$ cat src/rtl/opaddr_pkg.sv
package opaddr_pkg;
  localparam int unsigned ADDR_W = 16;
  localparam int unsigned BYTE_W = 8;

  typedef enum logic [2:0] {
    M_NONE  = 3'd0,
    M_IMM   = 3'd1,
    M_EXT   = 3'd2,
    M_BR8   = 3'd3,
    M_BR16  = 3'd4,
    M_IX5   = 3'd5,
    M_IX9   = 3'd6,
    M_IX16  = 3'd7
  } amode_t;

  // widen a byte to an address keeping its sign
  function automatic logic [ADDR_W-1:0] widen_signed(input logic [BYTE_W-1:0] b);
    return {{(ADDR_W-BYTE_W){b[BYTE_W-1]}}, b};
  endfunction

  // true when v, read as signed, is representable in w bits
  function automatic logic fits_signed(input logic [ADDR_W-1:0] v, input int unsigned w);
    logic [ADDR_W-1:0] top;
    top = {ADDR_W{1'b1}} << (w - 1);
    return ((v & top) == '0) || ((v & top) == top);
  endfunction

  function automatic logic [ADDR_W-1:0] wrap_add(input logic [ADDR_W-1:0] a,
                                                 input logic [ADDR_W-1:0] b);
    return a + b;
  endfunction
endpackage

$ cat src/rtl/opaddr_select.sv
module opaddr_select
  import opaddr_pkg::*;
#(
  parameter int unsigned IX_SHORT_W = 5,
  parameter int unsigned IX_MID_W   = 9
) (
  input  logic [2:0]        mode,
  input  logic [ADDR_W-1:0] instr_addr,
  input  logic [BYTE_W-1:0] opnd_hi,
  input  logic [BYTE_W-1:0] opnd_lo,
  input  logic [ADDR_W-1:0] idx_reg,
  output logic [ADDR_W-1:0] base,
  output logic [ADDR_W-1:0] disp,
  output logic              has_addr,
  output logic              none_flag,
  output logic              imm_flag,
  output logic              width_err
);
  logic [ADDR_W-1:0] word;
  assign word = {opnd_hi, opnd_lo};

  always_comb begin
    base      = '0;
    disp      = '0;
    has_addr  = 1'b0;
    none_flag = 1'b0;
    imm_flag  = 1'b0;
    width_err = 1'b0;
    unique case (amode_t'(mode))
      M_NONE: none_flag = 1'b1;
      M_IMM:  imm_flag  = 1'b1;
      M_EXT: begin
        disp     = word;
        has_addr = 1'b1;
      end
      M_BR8: begin
        base     = instr_addr;
        disp     = widen_signed(opnd_lo);
        has_addr = 1'b1;
      end
      M_BR16: begin
        base     = instr_addr;
        disp     = word;
        has_addr = 1'b1;
      end
      M_IX5: begin
        base      = idx_reg;
        disp      = word;
        has_addr  = 1'b1;
        width_err = !fits_signed(word, IX_SHORT_W);
      end
      M_IX9: begin
        base      = idx_reg;
        disp      = word;
        has_addr  = 1'b1;
        width_err = !fits_signed(word, IX_MID_W);
      end
      M_IX16: begin
        base     = idx_reg;
        disp     = word;
        has_addr = 1'b1;
      end
      default: none_flag = 1'b1;
    endcase
  end
endmodule

$ cat src/rtl/opaddr_sum.sv
module opaddr_sum
  import opaddr_pkg::*;
(
  input  logic [ADDR_W-1:0] base,
  input  logic [ADDR_W-1:0] disp,
  output logic [ADDR_W-1:0] sum,
  output logic [ADDR_W-1:0] sum_nx
);
  assign sum    = wrap_add(base, disp);
  assign sum_nx = wrap_add(sum, {{(ADDR_W-1){1'b0}}, 1'b1});
endmodule

$ cat src/rtl/opaddr_outreg.sv
module opaddr_outreg
  import opaddr_pkg::*;
(
  input  logic              clk,
  input  logic              rst_n,
  input  logic              req_valid,
  input  logic [ADDR_W-1:0] sum,
  input  logic [ADDR_W-1:0] sum_nx,
  input  logic              has_addr,
  input  logic              none_flag,
  input  logic              imm_flag,
  input  logic              width_err,
  input  logic [BYTE_W-1:0] opnd_lo,
  output logic              res_valid,
  output logic [ADDR_W-1:0] eff_addr,
  output logic [ADDR_W-1:0] eff_addr_nx,
  output logic [BYTE_W-1:0] imm_byte,
  output logic              no_opnd,
  output logic              ofs_err
);
  logic addr_live;
  assign addr_live = has_addr && !width_err;

  always_ff @(posedge clk) begin
    if (!rst_n) begin
      res_valid   <= 1'b0;
      eff_addr    <= '0;
      eff_addr_nx <= '0;
      imm_byte    <= '0;
      no_opnd     <= 1'b0;
      ofs_err     <= 1'b0;
    end else begin
      res_valid <= req_valid;
      if (req_valid) begin
        eff_addr    <= addr_live ? sum : '0;
        eff_addr_nx <= addr_live ? sum_nx : '0;
        imm_byte    <= imm_flag ? opnd_lo : '0;
        no_opnd     <= none_flag;
        ofs_err     <= width_err;
      end
    end
  end

  p_pulse_on_r2: assert property (@(posedge clk) disable iff (!rst_n)
    req_valid |=> res_valid);
  p_pulse_off_r2: assert property (@(posedge clk) disable iff (!rst_n)
    !req_valid |=> !res_valid);
  p_hold_r11: assert property (@(posedge clk) disable iff (!rst_n)
    !req_valid |=> ($stable(eff_addr) && $stable(imm_byte) && $stable(ofs_err)));
  p_err_zero_r9: assert property (@(posedge clk) disable iff (!rst_n)
    ofs_err |-> (eff_addr == '0 && eff_addr_nx == '0));
  p_none_quiet_r3: assert property (@(posedge clk) disable iff (!rst_n)
    no_opnd |-> (eff_addr == '0 && imm_byte == '0 && !ofs_err));
endmodule

$ cat src/rtl/opaddr_gen.sv
module opaddr_gen
  import opaddr_pkg::*;
#(
  parameter int unsigned IX_SHORT_W = 5,
  parameter int unsigned IX_MID_W   = 9
) (
  input  logic              clk,
  input  logic              rst_n,
  input  logic              req_valid,
  input  logic [2:0]        mode,
  input  logic [15:0]       instr_addr,
  input  logic [7:0]        opnd_hi,
  input  logic [7:0]        opnd_lo,
  input  logic [15:0]       idx_reg,
  output logic              res_valid,
  output logic [15:0]       eff_addr,
  output logic [15:0]       eff_addr_nx,
  output logic [7:0]        imm_byte,
  output logic              no_opnd,
  output logic              ofs_err
);
  logic [ADDR_W-1:0] base_w, disp_w, sum_w, sum_nx_w;
  logic              has_addr_w, none_w, imm_w, werr_w;

  opaddr_select #(.IX_SHORT_W(IX_SHORT_W), .IX_MID_W(IX_MID_W)) u_sel (
    .mode(mode), .instr_addr(instr_addr), .opnd_hi(opnd_hi), .opnd_lo(opnd_lo),
    .idx_reg(idx_reg), .base(base_w), .disp(disp_w), .has_addr(has_addr_w),
    .none_flag(none_w), .imm_flag(imm_w), .width_err(werr_w)
  );

  opaddr_sum u_sum (
    .base(base_w), .disp(disp_w), .sum(sum_w), .sum_nx(sum_nx_w)
  );

  opaddr_outreg u_out (
    .clk(clk), .rst_n(rst_n), .req_valid(req_valid), .sum(sum_w), .sum_nx(sum_nx_w),
    .has_addr(has_addr_w), .none_flag(none_w), .imm_flag(imm_w), .width_err(werr_w),
    .opnd_lo(opnd_lo), .res_valid(res_valid), .eff_addr(eff_addr),
    .eff_addr_nx(eff_addr_nx), .imm_byte(imm_byte), .no_opnd(no_opnd), .ofs_err(ofs_err)
  );

  // width errors only arise for the two short indexed modes
  p_err_modes_r9: assert property (@(posedge clk) disable iff (!rst_n)
    werr_w |-> (mode == M_IX5 || mode == M_IX9));
  // at most one of the mode class flags is active
  p_class_excl_r3: assert property (@(posedge clk) disable iff (!rst_n)
    $onehot0({has_addr_w, none_w, imm_w}));
  // an extended address is passed through unchanged
  p_ext_pass_r5: assert property (@(posedge clk) disable iff (!rst_n)
    (req_valid && mode == M_EXT) |=> eff_addr == $past({opnd_hi, opnd_lo}));
endmodule

$ cat config.mk
export PLATFORM = sky130hd
export DESIGN_NAME = opaddr_gen
export DESIGN_NICKNAME = d
export VERILOG_FILES = /design/src/rtl/opaddr_pkg.sv /design/src/rtl/opaddr_select.sv /design/src/rtl/opaddr_sum.sv /design/src/rtl/opaddr_outreg.sv /design/src/rtl/opaddr_gen.sv
export SDC_FILE = /design/constraint.sdc
export NUM_CORES = 1
export LEC_CHECK = 0
export ABC_AREA = 1
export CAP_MARGIN = 0
export CORE_ASPECT_RATIO = 0.8
export CORE_UTILIZATION = 35
export CTS_CLUSTER_SIZE = 16
export DETAILED_ROUTE_END_ITERATION = 6
export GPL_TIMING_DRIVEN = 0
export PLACE_DENSITY = 0.64
export SETUP_SLACK_MARGIN = 0.3
export SYNTH_ARGS = -nofsm -noshare
export SYNTH_HDL_FRONTEND = slang
export SYNTH_HIERARCHICAL = 1
export SYNTH_SLANG_ARGS = --single-unit
$ cat constraint.sdc
create_clock -name clk -period 3.7 [get_ports clk]
set_input_delay 0.925 -clock clk [delete_from_list [all_inputs] [get_ports clk]]
set_output_delay 0.925 -clock clk [all_outputs]
set_load 0.005 [all_outputs]
* After elaboration in Yosys (flattened, before gate mapping)
Index checks and enable logic that the tools add are counted.
** Storage, ports and cells
- Bits of input ports :: 54
- Output and inout bits :: 43
- Bits in registers :: 43
- Logic and storage cells :: 39
** Operators by class
- Equal/unequal tests :: 9
- Reductions and logical operators :: 13
- Muxes and demuxes :: 9
- Add/subtract/negate cells :: 2
** Operators by type and width (count)
- case mux 16 bit (2 select lines) :: 2
- logical NOT 16 bit :: 2
- two-way mux 16 bit :: 2
- adder 16 x 1 -> 16 bit, second input constant :: 1
- adder 16 bit :: 1
- == test 12 bit, second input constant :: 1
- == test 3 bit, second input constant :: 4
- == test 8 bit, second input constant :: 1
- two-way mux 8 bit :: 1
- == test 3 x 2 -> 1 bit, second input constant :: 2
- OR reduction 6 bit :: 1
- OR reduction 5 bit :: 1
- == test 3 x 1 -> 1 bit, second input constant :: 1
- logical NOT 1 bit :: 3
- logical NOT 3 bit :: 1
- two-way mux 1 bit :: 3
- OR reduction 3 bit :: 1
- logical OR 1 bit :: 2
- case mux 1 bit (2 select lines) :: 1
- OR reduction 2 bit :: 1
- logical AND 1 bit :: 1

* Longest topological paths before layout
- Word-level depth :: 7
- Gate-level depth with buffers :: 25
- Gate-level depth less buffers :: 24

* Modules after synthesis
The synthesis kept the hierarchy.
** By module, submodules not included
- opaddr_outreg :: area each 1773.0 um2, sequential area each 860.8 um2, cells each 256, times used 1
- opaddr_sum :: area each 1471.4 um2, sequential area each 0.0 um2, cells each 275, times used 1
- opaddr_select :: area each 581.8 um2, sequential area each 0.0 um2, cells each 124, times used 1

* Worst setup path after synthesis
Ideal clock, no wire load.
- Path type :: input -> register
- Start point :: input port mode[0]
- End point :: register u_out.eff_addr_nx[12]
- Data arrival time :: 3.439 ns
- Buffers on the path :: 1
- Required time :: 3.568 ns
- Setup time :: 0.132 ns
- Stages on the path :: 21
- Path slack :: 0.128 ns
- Cell sequence :: inv_1 > nand2_4 > buf_2 > nand3_1 > nand2_1 > ha_1 > fa_1 > ha_1 > inv_1 > nor2_2 > nand3_1 > nor2_2 > nand3_2 > nor2_2 > nand2_2 > o21ai_1 > nand2_1 > nand2_1 > inv_1 > nand2_1 > a21oi_1
** Between the ends
- Longest elaborated chain between the ends :: 6
- Elaborated cells between the ends (all ways) :: 19
- Classes of those cells :: add/sub (2); eq/ne (6); mux (5); reduce/logical (6)
** RTL lines
- start: declaration :: RTL line opaddr_gen.sv:10 : input logic [2:0] mode,
- == test 3 bit / == test 3 x 2 -> 1 bit (equally long branches) :: RTL line opaddr_select.sv:29 : unique case (amode_t'(mode))
- OR reduction 3 bit (no source line) / OR reduction 2 bit (equally long branches)
- case mux 16 bit (2 select lines) (*) :: RTL line opaddr_select.sv:29
- named net base_w[0] :: RTL line opaddr_gen.sv:22 : logic [ADDR_W-1:0] base_w, disp_w, sum_w, sum_nx_w;
- adder 16 bit (*) :: RTL line opaddr_pkg.sv:30 : return a + b;
- named net sum_w[1] :: RTL line opaddr_gen.sv:22
- adder 16 x 1 -> 16 bit (*) :: RTL line opaddr_pkg.sv:30
- named net sum_nx_w[12] :: RTL line opaddr_gen.sv:22
- two-way mux 16 bit (*) :: RTL line opaddr_outreg.sv:36 : eff_addr_nx <= addr_live ? sum_nx : '0;
- end signal: assignment :: RTL line opaddr_outreg.sv:36
- end: declaration :: RTL line opaddr_outreg.sv:16 : output logic [ADDR_W-1:0] eff_addr_nx,
The timed path passes the listed nets; every way through them passes the cells marked *.
A chain may end at the register's enable or synchronous reset.

* Worst setup path in the final report
- Start point :: input port mode[1]
- End point :: register u_out.eff_addr_nx[12]
The elaborated chain is that of the path after synthesis.

==> results.md <==
* Max Clk Rate at 296 MHz
* Cell Area, Placed at 0.00497 mm²
* FF+latch count, synth at 43
* Data required, critical path at 3860 ps
* Root Buffer: clkbuf_16
* Area Overhead vs Synth at 53.6%
* Final WL at 12,200 µm
* WP buf/inv at 5
* Placed wire-length estimate at 9400 µm
* Cell area power density at 338 mW/mm²
* Slew margin rel. at 68.5%
* Total I/O pin count at 97
* Max Cap Violations at 0
* Die X at 119 µm
* Critical Path Sink Type: flop
* Family with the most delay on the worst path: simple AND/OR/NAND/NOR gates
* CP arrival at 3540 ps
* RSZ-0062 raised after global routing: true
* P_leak at 2.88 nW
* Slowest CP cell: fa_2
* CTS buffer count at 5
* Drt drc at 0
* CTS H-tree lvls at 2
* Synthesized area per cell at 5.84 µm²
* Fin nets at 870
* Port bufs at 95
* Netlist cell types at 34
* First-pass GRT wire length at 18,900 µm
* Footprint of the multi-input gates at 0.00277 mm²
* Share of layout cells above drive strength 1 at 22.3%
* Post-synthesis cell area at 0.00383 mm²
* TritonCTS clock tree: yes
* Clock transition at path regs at 60 ps
* Worst Max-Slew Pin Slew at 468 ps
* Critical-path cell list: buf_4 -> inv_6 -> nand2_4 -> nand2_4 -> buf_6 -> nand3_2 -> nand2_2 -> ha_4 -> fa_2 -> ha_4 -> inv_2 -> nor2_4 -> nand3_4 -> nor2_4 -> nand3_4 -> nor2_4 -> nand2_2 -> o21ai_1 -> nand2_1 -> nand2_1 -> inv_1 -> nand2_1 -> a21oi_1
* Most common cell after layout, fill and taps aside: nand2_1
* Max incr delay on CP at 580 ps
* Clock Sinks at 43
* Main synth FF type: dfxtp_1
* Post-route clock skew at 0 ps
* Worst setup SP type: input port
* EDFF count, synth at 0
* Final Max Slew Viols at 0
* # rows at 33
* Initial Utilization at 36.6%
* Sequential Area at 861 µm²
* Post-synth ARST share at 0%
* Synthesis warning total at 6
* Routed len/inst at 12.9 µm
* Worst-path maximum fanout at 6
* Outcome: complete, no violations
* GR Util All Layers at 20.9%
* Post-layout minimum cycle time at 3380 ps
* Final setup viols at 0
* Seq/Total Area, Yosys at 22.5%
* Final hold violation count at 0
* Most frequent cells in the layout: 211 x nand2_1, 105 x inv_1, 91 x clkdlybuf4s50_1, 54 x nand3_1, 46 x buf_4
* Vias in the first global route at 4,065
* First-pass detailed-route iteration total at 4
* Type of the worst min-delay path: flop to flop
* Routed vias/inst at 4.78
* Worst-Skew Late Latency at 280 ps
* Layout fillers at 991
* Die Y at 95.5 µm
* Clock tree buffer depth at 2
* Mapped Cells at 655
* Syn nets at 726
* Via count at 4,496
* Largest net degree at the start of global routing at 14
* Core footprint at 0.0104 mm²
* RePlAce Congestion at 0.894
* Initial antenna violation count at 0
* Iteration-0 DRC Markers at 225
* Design Area, Final at 0.00588 mm²
* Inserted Diodes at 0
* Global route total overflow at 0
* Final antenna-violating net count at 0
* Crit Path Class: input port to flop
* Tcrit/Tclk final at 91.3%
* Setup TNS at 0 ps
* Peak supply drop at 0.186 mV
* Die footprint at 0.0114 mm²
-- cell usage after synthesis, types with 5 or more instances --
| library cell | n | area (µm²) |
|---|---|---|
| a21oi_1 | 49 | 245 |
| buf_2 | 7 | 35.0 |
| buf_6 | 6 | 67.6 |
| dfxtp_1 | 43 | 861 |
| ha_1 | 16 | 200 |
| inv_1 | 108 | 405 |
| inv_2 | 5 | 18.8 |
| nand2_1 | 238 | 893 |
| nand2_2 | 12 | 75.1 |
| nand2_4 | 6 | 67.6 |
| nand3_1 | 60 | 300 |
| nand3_2 | 6 | 60.1 |
| nand4_1 | 10 | 62.6 |
| nor2_1 | 37 | 139 |
| nor2_2 | 7 | 43.8 |
| o21ai_0 | 10 | 50.1 |
-- cell families (layout without fill, tap and decap cells) --
| group | after synthesis | in the layout | share of synthesized area, % |
|---|---|---|---|
| xor+xnor | 9 | 9 | 2.26 |
| buf+inv | 134 | 279 | 15.0 |
| flops | 43 | 43 | 22.5 |
| fa+ha+maj | 17 | 17 | 5.76 |
| simple gates | 390 | 390 | 46.0 |
| compound gates | 62 | 62 | 8.44 |
-- per-stage QoR --
step / hold slack, ps / util (%) / worst slack (ps) / total power [mW] / instances
6_report: 460 / 56.2 / 324 / 1.98 / 940
5_1_grt: 475 / 56.2 / 146 / 2.11 / 940
4_1_cts: 464 / 51.6 / 307 / 1.85 / 916
3_5_place_dp: 455 / 47.6 / -831 / 1.24 / 890
3_3_place_gp: 450 / 47.6 / -740 / 1.23 / 890
2_1_floorplan: 456 / - / 188 / 0.991 / 655
-- state kept, by name, summed over array words and instances, names as in the netlist --
| name | cells |
|---|---|
| u_out/no_opnd | 1 |
| u_out/imm_byte | 8 |
| u_out/ofs_err | 1 |
| u_out/eff_addr_nx | 16 |
| u_out/res_valid | 1 |
| u_out/eff_addr | 16 |
-- what timing repair did --
item                       CTS  global route
setup endpoints to repair   26            11
resized for setup           42            70
hold endpoints to repair     0             0
pin swaps                   13            36
setup buffers               18            24
hold buffers                 0             0
-- report_power, final --
group          internal, mW  total [mW]  switching [mW]
registers             0.495       0.511          0.0159
clock network         0.387       0.562           0.175
logic                 0.406       0.912           0.506
total                  1.29        1.98           0.697
-- final cells by class --
type                            count  share of cell area, %
Clock buffer                        6                   2.19
Timing Repair Buffer              137                   21.9
Inverter                          114                   7.47
Buffer                             20                   2.64
Sequential cell                    43                   14.7
Multi-Input combinational cell    478                   47.1
Tap cell                          140                   2.98
Clock inverter                      2                   1.02
-- layer usage --
layer	global-route usage (%)	routed length, µm
met3	4.72	671
met2	34.1	5380
met4	4.32	99
met1	28.3	6000
met5	0	0
-- tightest hold or removal path: stages (launching register included) --
cell     delay (ps)
dfxtp_1         310
nand2_1          60
a21oi_1          50
-- final timing paths --
| check | slack, ps | endpoint | cells past startpoint | startpoint |
|---|---|---|---|---|
| setup / recovery | 320 | u_out/eff_addr_nx[12] | 23 | mode[1] |
| hold / removal | 460 | u_out/eff_addr_nx[12] | 2 | u_out/eff_addr_nx[12] |
| setup reg to reg | 3040 | u_out/eff_addr[2] | 2 | u_out/eff_addr[2] |
| hold reg to reg | 460 | u_out/eff_addr_nx[12] | 2 | u_out/eff_addr_nx[12] |
(Power assumes the default switching activity.)
